<file path="src/rtl/rwb_pkg.sv">
package rwb_pkg;
  typedef enum logic {OP_PROGRAM = 1'b0, OP_ERASE = 1'b1} op_kind_e;
endpackage

</file>
<file path="src/rtl/rwb_addr_decode.sv">
module rwb_addr_decode #(
  parameter int ADDR_W  = 12,
  parameter int BANK_W  = 4,
  parameter int MAIN_SH = 6,
  parameter int BOOT_SH = 4,
  parameter int SEC_W   = 3
) (
  input  logic [ADDR_W-1:0] addr,
  output logic [BANK_W-1:0] bank_o,
  output logic [SEC_W-1:0]  sect_o
);
  localparam int OFF_W     = ADDR_W - BANK_W;
  localparam int MIDX_W    = OFF_W - MAIN_SH;
  localparam int MAIN_PER  = 1 << MIDX_W;
  localparam int BOOT_BANK = (1 << BANK_W) - 1;

  logic [MIDX_W-1:0] main_idx;

  assign bank_o   = addr[ADDR_W-1 -: BANK_W];
  assign main_idx = addr[OFF_W-1:MAIN_SH];

  generate
    if (MAIN_SH > BOOT_SH) begin : g_boot_split
      logic [MAIN_SH-BOOT_SH-1:0] boot_idx;
      logic in_boot;
      assign boot_idx = addr[MAIN_SH-1:BOOT_SH];
      assign in_boot  = (bank_o == BANK_W'(BOOT_BANK)) && (main_idx == '1);
      always_comb begin
        if (in_boot) sect_o = SEC_W'(MAIN_PER - 1) + SEC_W'(boot_idx);
        else         sect_o = SEC_W'(main_idx);
      end
    end else begin : g_uniform
      assign sect_o = SEC_W'(main_idx);
    end
  endgenerate
endmodule

</file>
<file path="src/rtl/rwb_busy_track.sv">
module rwb_busy_track
  import rwb_pkg::*;
#(
  parameter int BANK_W = 4,
  parameter int SEC_W  = 3
) (
  input  logic              clk,
  input  logic              rst,
  input  logic              start,
  input  op_kind_e          start_kind,
  input  logic [BANK_W-1:0] start_bank,
  input  logic [SEC_W-1:0]  start_sect,
  input  logic              done,
  input  logic              suspend,
  input  logic              resume,
  output logic              busy_q,
  output op_kind_e          kind_q,
  output logic [BANK_W-1:0] bank_q,
  output logic              susp_q,
  output logic [(1<<SEC_W)-1:0] mask_q
);
  localparam int MASK_W = 1 << SEC_W;

  logic [MASK_W-1:0] sect_bit;
  logic              can_add;

  assign sect_bit = MASK_W'(1) << start_sect;
  assign can_add  = busy_q && (kind_q == OP_ERASE) && !susp_q &&
                    (start_kind == OP_ERASE) && (start_bank == bank_q);

  always_ff @(posedge clk) begin
    if (rst) begin
      busy_q <= 1'b0;
      kind_q <= OP_PROGRAM;
      bank_q <= '0;
      susp_q <= 1'b0;
      mask_q <= '0;
    end else if (done) begin
      busy_q <= 1'b0;
      susp_q <= 1'b0;
      mask_q <= '0;
    end else begin
      if (start) begin
        if (!busy_q) begin
          busy_q <= 1'b1;
          kind_q <= start_kind;
          bank_q <= start_bank;
          mask_q <= (start_kind == OP_ERASE) ? sect_bit : '0;
        end else if (can_add) begin
          mask_q <= mask_q | sect_bit;
        end
      end
      if (suspend && busy_q && kind_q == OP_ERASE) susp_q <= 1'b1;
      else if (resume)                             susp_q <= 1'b0;
    end
  end


  done_clears_chk: assert property (@(posedge clk) disable iff (rst)
    done |=> (!busy_q && !susp_q));

  susp_on_erase_chk: assert property (@(posedge clk) disable iff (rst)
    susp_q |-> (busy_q && kind_q == OP_ERASE));

  erase_set_filled_chk: assert property (@(posedge clk) disable iff (rst)
    (busy_q && kind_q == OP_ERASE) |-> (mask_q != '0));
endmodule

</file>
<file path="src/rtl/rwb_grant_logic.sv">
module rwb_grant_logic #(
  parameter int BANK_W = 4,
  parameter int SEC_W  = 3
) (
  input  logic              req,
  input  logic              is_write,
  input  logic [BANK_W-1:0] bank,
  input  logic [SEC_W-1:0]  sect,
  input  logic              busy_q,
  input  logic [BANK_W-1:0] bank_q,
  input  logic              susp_q,
  input  logic [(1<<SEC_W)-1:0] mask_q,
  output logic              grant,
  output logic              conflict
);
  logic hit_bank, in_erase, ok;

  assign hit_bank = busy_q && (bank == bank_q);
  assign in_erase = mask_q[sect];

  always_comb begin
    ok = 1'b1;
    if (busy_q) begin
      if (!susp_q) ok = is_write ? 1'b0 : !hit_bank;
      else         ok = !(hit_bank && in_erase);
    end
  end

  assign grant    = req && ok;
  assign conflict = req && !ok;


  always_comb begin
    excl_out_chk: assert (!(grant && conflict));
  end
endmodule

</file>
<file path="src/rtl/bank_rwb_arbiter.sv">
module bank_rwb_arbiter
  import rwb_pkg::*;
#(
  parameter int ADDR_W  = 12,
  parameter int BANK_W  = 4,
  parameter int MAIN_SH = 6,
  parameter int BOOT_SH = 4
) (
  input  logic              clk,
  input  logic              rst,
  input  logic              req_valid,
  input  logic [ADDR_W-1:0] req_addr,
  input  logic              req_write,
  input  logic              busy_start,
  input  logic              busy_erase,
  input  logic              busy_done,
  input  logic              susp_req,
  input  logic              resume_req,
  output logic              grant,
  output logic              conflict,
  output logic              busy,
  output logic [BANK_W-1:0] busy_bank,
  output logic              erase_suspended
);
  localparam int OFF_W    = ADDR_W - BANK_W;
  localparam int MAIN_PER = 1 << (OFF_W - MAIN_SH);
  localparam int BOOT_PER = 1 << (MAIN_SH - BOOT_SH);
  localparam int SLOTS    = MAIN_PER + BOOT_PER - 1;
  localparam int SEC_W    = (SLOTS > 1) ? $clog2(SLOTS) : 1;
  localparam int MASK_W   = 1 << SEC_W;

  logic [BANK_W-1:0] dec_bank;
  logic [SEC_W-1:0]  dec_sect;
  op_kind_e          kind_q;
  logic [MASK_W-1:0] mask_q;

  rwb_addr_decode #(
    .ADDR_W(ADDR_W), .BANK_W(BANK_W), .MAIN_SH(MAIN_SH),
    .BOOT_SH(BOOT_SH), .SEC_W(SEC_W)
  ) u_dec (
    .addr(req_addr), .bank_o(dec_bank), .sect_o(dec_sect)
  );

  rwb_busy_track #(.BANK_W(BANK_W), .SEC_W(SEC_W)) u_track (
    .clk(clk), .rst(rst),
    .start(busy_start),
    .start_kind(busy_erase ? OP_ERASE : OP_PROGRAM),
    .start_bank(dec_bank), .start_sect(dec_sect),
    .done(busy_done), .suspend(susp_req), .resume(resume_req),
    .busy_q(busy), .kind_q(kind_q), .bank_q(busy_bank),
    .susp_q(erase_suspended), .mask_q(mask_q)
  );

  rwb_grant_logic #(.BANK_W(BANK_W), .SEC_W(SEC_W)) u_grant (
    .req(req_valid), .is_write(req_write),
    .bank(dec_bank), .sect(dec_sect),
    .busy_q(busy), .bank_q(busy_bank), .susp_q(erase_suspended),
    .mask_q(mask_q), .grant(grant), .conflict(conflict)
  );


  idle_quiet_chk: assert property (@(posedge clk) disable iff (rst)
    !req_valid |-> (!grant && !conflict));

  other_bank_read_chk: assert property (@(posedge clk) disable iff (rst)
    (req_valid && !req_write && busy && dec_bank != busy_bank) |-> grant);

  program_blocked_chk: assert property (@(posedge clk) disable iff (rst)
    (req_valid && req_write && busy && !erase_suspended) |-> conflict);

  idle_grant_chk: assert property (@(posedge clk) disable iff (rst)
    (req_valid && !busy) |-> grant);
endmodule

</file>
<file path="config.mk">
export PLATFORM = sky130hd
export DESIGN_NAME = bank_rwb_arbiter
export DESIGN_NICKNAME = d
export VERILOG_FILES = /design/src/rtl/rwb_pkg.sv /design/src/rtl/rwb_addr_decode.sv /design/src/rtl/rwb_busy_track.sv /design/src/rtl/rwb_grant_logic.sv /design/src/rtl/bank_rwb_arbiter.sv
export SDC_FILE = /design/constraint.sdc
export NUM_CORES = 1
export LEC_CHECK = 0
export ABC_CLOCK_PERIOD_IN_PS = 3100
export CORE_MARGIN = 8
export CORE_UTILIZATION = 44
export DETAILED_ROUTE_END_ITERATION = 7
export GPL_ROUTABILITY_DRIVEN = 0
export MAX_ROUTING_LAYER = met4
export PLACE_DENSITY = 0.77
export SYNTH_ARGS = -nofsm -noshare
export SYNTH_HDL_FRONTEND = slang
export SYNTH_SLANG_ARGS = --single-unit
</file>
<file path="constraint.sdc">
create_clock -name clk -period 3.1 [get_ports clk]
set_input_delay 0.62 -clock clk [delete_from_list [all_inputs] [get_ports clk]]
set_output_delay 0.62 -clock clk [all_outputs]
set_load 0.02 [all_outputs]
</file>
==> Yosys cells after proc, flatten, opt, wreduce, memory -nomap -nowiden <==
Cells that the tools add are included.
{ "totals": {"wordCells": 46, "output_inout_bits": 8, "inputBits": 21, "register_bits": 15} }
{ "op_classes": {"order_cmp": 1, "reduce_logical": 19, "n_mux": 12, "n_shift": 1, "bitwise_logic": 3, "eq_ne": 4, "n_addsub": 1} }
{ "op_table": {"columns": ["operator", "count"], "rows": [
  ["2-to-1 mux 8 bit", 3],
  ["logical AND 1 bit", 11],
  ["OR 8 bit", 1],
  ["<< shifter 1 x 3 -> 8 bit (first input constant)", 1],
  ["2-to-1 mux 1 bit", 7],
  ["== test 4 bit", 1],
  ["== test 4 bit (second input constant)", 1],
  ["zero test 1 bit", 4],
  ["< comparator 3 x 4 -> 1 bit (second input constant)", 1],
  ["adder 2 x 2 -> 3 bit (first input constant)", 1],
  ["binary-select mux 1 bit (select 3 bit)", 1],
  ["2-to-1 mux 3 bit", 1],
  ["AND reduction 3 bit", 1],
  ["== test 2 bit (second input constant)", 1],
  ["!= test 2 bit (second input constant)", 1],
  ["NOT 1 bit", 2],
  ["AND reduction 2 bit", 1],
  ["nonzero test 2 bit", 1],
  ["OR reduction 2 bit", 1]
]} }

==> Longest topological paths before layout <==
{ "depth": {"ltp_word": 11, "ltp_mapped": 7, "ltp_nobuf": 7} }

==> Modules after synthesis <==
From an unflattened synthesis, not the netlist that was laid out.
{ "unflattened": {"hier_cells": 101, "hier_area_um2": 889.6} }
{ "by_module_without_submodules": {"columns": ["module", "area_per_inst_um2", "instances", "seq_area_each_um2", "cells_each"], "rows": [
  ["rwb_busy_track", 635.6, 1, 300.3, 69],
  ["rwb_grant_logic", 148.9, 1, 0.0, 19],
  ["rwb_addr_decode", 105.1, 1, 0.0, 13]
]} }

==> Worst setup path after synthesis <==
Ideal clock, no wire load.
{ "synth_timing": {"path_kind": "input-to-output", "start": "in req_addr[4]", "end": "out grant", "stages": 7, "setup_slack_ns": 0.295, "n_path_buf": 0, "arrival_time_ns": 2.185, "required_time_ns": 2.480, "path_cell_list": "inv_1 > ha_1 > nor2b_2 > or3b_1 > a211oi_2 > o311ai_1 > a21boi_1"} }
{ "synth_via": {"elab_chain_len": 9} }
{ "synth_rtl": {"columns": ["element", "line_no", "rtl"], "rows": [
  ["from (decl)", "bank_rwb_arbiter.sv:12", "input logic [ADDR_W-1:0] req_addr,"],
  ["adder 2 x 2 -> 3 bit", "rwb_addr_decode.sv:29", "if (in_boot) sect_o = SEC_W'(MAIN_PER - 1) + SEC_W'(boot_idx);"],
  ["2-to-1 mux 3 bit", "rwb_addr_decode.sv:29", null],
  ["binary-select mux 1 bit (select 3 bit)", "rwb_grant_logic.sv:19", "assign in_erase = mask_q[sect];"],
  ["2-to-1 mux 1 bit (implied by the code)", "rwb_grant_logic.sv:19", null],
  ["logical AND 1 bit", "rwb_grant_logic.sv:25", "else ok = !(hit_bank && in_erase);"],
  ["zero test 1 bit", "rwb_grant_logic.sv:25", null],
  ["2-to-1 mux 1 bit", "rwb_grant_logic.sv:24", "if (!susp_q) ok = is_write ? 1'b0 : !hit_bank;"],
  ["2-to-1 mux 1 bit", "rwb_grant_logic.sv:23", "if (busy_q) begin"],
  ["logical AND 1 bit", "rwb_grant_logic.sv:29", "assign grant = req && ok;"],
  ["to (decl)", "bank_rwb_arbiter.sv:19", "output logic grant,"]
]} }
Every way passes these cells. The select of a mux whose other input is x is not followed.

==> Worst setup path after layout <==
{ "layout_timing": {"start": "in req_addr[4]", "end": "out conflict"} }
{ "layout_via": {"elab_chain_len": 10} }
{ "layout_rtl": {"columns": ["element", "line_no", "rtl"], "rows": [
  ["adder 2 x 2 -> 3 bit", "rwb_addr_decode.sv:29", null],
  ["2-to-1 mux 3 bit", "rwb_addr_decode.sv:29", null],
  ["binary-select mux 1 bit (select 3 bit)", "rwb_grant_logic.sv:19", null],
  ["2-to-1 mux 1 bit (implied by the code)", "rwb_grant_logic.sv:19", null],
  ["logical AND 1 bit", "rwb_grant_logic.sv:25", null],
  ["zero test 1 bit", "rwb_grant_logic.sv:25", null],
  ["2-to-1 mux 1 bit", "rwb_grant_logic.sv:24", null],
  ["2-to-1 mux 1 bit", "rwb_grant_logic.sv:23", null],
  ["zero test 1 bit", "rwb_grant_logic.sv:30", "assign conflict = req && !ok;"],
  ["logical AND 1 bit", "rwb_grant_logic.sv:30", null],
  ["to (decl)", "bank_rwb_arbiter.sv:20", "output logic conflict,"]
]} }
Every way passes these cells. The select of a mux whose other input is x is not followed.

==> reports/results.tsv <==
metric	value	unit
GRT overflow	0	
Syn Std Cell Area	872	um^2
clock buffer depth	2	
Post-CTS Setup Inserts	0	
r2r setup slk	1580	ps
average wire per standard cell	14.1	um
Final TNS setup	0	ps
Synth cell types	38	
core area	1920	um^2
post-synth top area share	0.344	
CP Capture Type	output port	
nets	167	
I/O pin count	29	
Iter 0 DRT Violations	17	
ANT nets after route	0	
sequential share of the synthesized area	0.344	
largest net degree at the start of global routing	10	
Worst Path Required	2480	ps
Vias/cell	5.42	
# diodes	0	
final period utilization	0.940	
Synth warnings	0	
Synth Flop Type	dfxtp_1	
power density cells	332	nW/um^2
Flop pwr share	0.477	
HP Class	flip-flop to flip-flop	
post-synth top area cell	dfxtp_1	
first-pass GRT wire length	3980	um
total power	421	uW
Area Overhead vs Synth	45.3	%
clock latency at the later pin of the worst-skew pair	280	ps
Post-Synthesis Cells	108	
clk sinks	15	
vias in the first global route	923	
height of the die	60.5	um
Mapped Nets	130	
post-synthesis register bit count	15	
Worst-Margin Slew	443	ps
hold_ws	462	ps
Via Count	927	
number of flops mapped to enable cells by yosys	0	
final setup fails	0	
H-Tree Level Count	1	
port bufs	24	
status	finished clean	
CP Launch Type	primary input	
DIE WIDTH	60.5	um
root buffer cell	clkbuf_4	
Reg clk slew, reported paths	90	ps
Int Power	300	uW
max_cap viols	0	
Achievable Freq	343	MHz
crit path time final	2920	ps
Final WS setup	185	ps
Core Util, Final	0.660	
die footprint	3660	um^2
leakage power	0.469	nW
Rows	16	
initial antenna violation count	0	
top cells by area, synth	dfxtp_1 (34%), a21oi_1 (5.2%), nand2_1 (5.2%)	
Hold Vio Cnt, Final	0	
Critical Path Fanout Max	4	
Avg Cell Area, Syn	8.07	um^2
final wirelength	2420	um
Switching Power	121	uW
clock skew	1.17	ps
GRT Total Usage	0.146	
fin. max-slew vios	0	
CP Class	primary input to output port	
worst slack, placed	-634	ps
CTS tree	yes	
initial core utilization	0.454	
Slew HR	0.702	
1st-pass router iterations	4	
RSZ-0062 raised after global routing	no	
clock group share of total power	0.270	
layout cell share with drive strength beyond 1	0.194	
switching part of the total	0.286	
Critical Path AT	2300	ps
VDD IR max	0.216	mV
Gate power share	0.254	
Async SR Flop Fraction	0	
# DRC	0	
HPWL after detailed placement	1870	um
Num CTS Buffers	3	
[timing repair]
action	4_1_cts	5_1_grt
hold buffers	0	0
resized for setup	17	1
pin swaps	6	0
setup endpoints to repair	2	1
[area by class of cell]
type | instances | area, um^2
fillers | 182 | 654
multi-input cells | 85 | 562
repair buffers | 36 | 329
flip-flops and latches | 15 | 300
well taps | 27 | 33.8
clock buffers | 3 | 22.5
inverters | 4 | 15.0
clock inverters | 1 | 5.00
[synth_stat cells, drive strengths merged, types with 2 or more instances]
library cell / number
dfxtp: 15
a31oi: 3
nand2b: 6
a21boi: 2
xnor2: 4
nand4: 3
clkbuf: 4
o21ai: 11
and3: 2
o31ai: 3
nor2: 8
nand2: 12
inv: 4
a21oi: 9
nor3: 3
[stage by stage]
step                      cell area [um^2]  std cells
after floorplan                        872        108
after global placement                1220        167
after detailed placement              1220        167
after CTS                             1260        171
after global routing                  1270        171
final                                 1270        171
[metal layers]
metal	wire, um	global-route usage	vias to the layer above
li1	-	-	463
met1	1090	0.160	429
met2	1200	0.247	31
met3	107	0.0381	4
met4	27	0.0565	0
met5	0	-	-
[worst max-delay path: stages]
cell	delay, ps
dlygate4sd2_1	250
inv_2	70
ha_4	200
and4bb_2	220
a31oi_1	190
o21ai_1	110
o311ai_2	300
and3_1	210
buf_6	120
[kinds of logic (layout without fill, tap and decap cells)]
group                    after synthesis  after routing  synth area share
AO/OA/AOI/OAI                         35             35             0.260
XOR/XNOR                               4              4            0.0402
adder cells (fa/ha/maj)                1              1            0.0143
buffers and inverters                  8             44            0.0344
flip-flops                            15             15             0.344
multiplexers                           1              1            0.0129
AND/OR/NAND/NOR                       44             44             0.294
[power by group through the flow]
stage | clock [mW] | sequential (mW) | combinational [mW]
floorplan | 0 | 0.208 | 0.0436
global placement | 0 | 0.205 | 0.101
detailed placement | 0 | 0.205 | 0.103
CTS | 0.119 | 0.201 | 0.106
global route | 0.131 | 0.201 | 0.115
finish | 0.114 | 0.201 | 0.107
[worst paths after layout]
check                    start           endpoint  cells after the start
max                req_addr[4]           conflict                      9
min          u_track.mask_q[6]  u_track.mask_q[6]                      2
max reg2reg  u_track.bank_q[1]  u_track.mask_q[3]                      5
min reg2reg  u_track.mask_q[6]  u_track.mask_q[6]                      2
[flip-flops by register name, indices dropped and copies added (netlist names)]
name,cells
u_track.kind_q,1
u_track.busy_q,1
u_track.mask_q,8
u_track.bank_q,4
u_track.susp_q,1
[layout by cell type (no fill, tap or decap), types with 2 or more instances in the layout]
master / n
dfxtp_1: 15
clkdlybuf4s50_1: 19
inv_2: 2
a31oi_1: 3
xnor2_1: 4
buf_4: 13
inv_1: 2
o21ai_0: 6
nand2_1: 12
clkbuf_4: 3
nor3_1: 2
nand2b_1: 6
a21oi_1: 9
nand4_1: 2
nor2_1: 8
o31ai_1: 3
dlygate4sd2_1: 2
o21ai_1: 5
and3_1: 2
No activity file was read; power rests on OpenSTA's default activity.
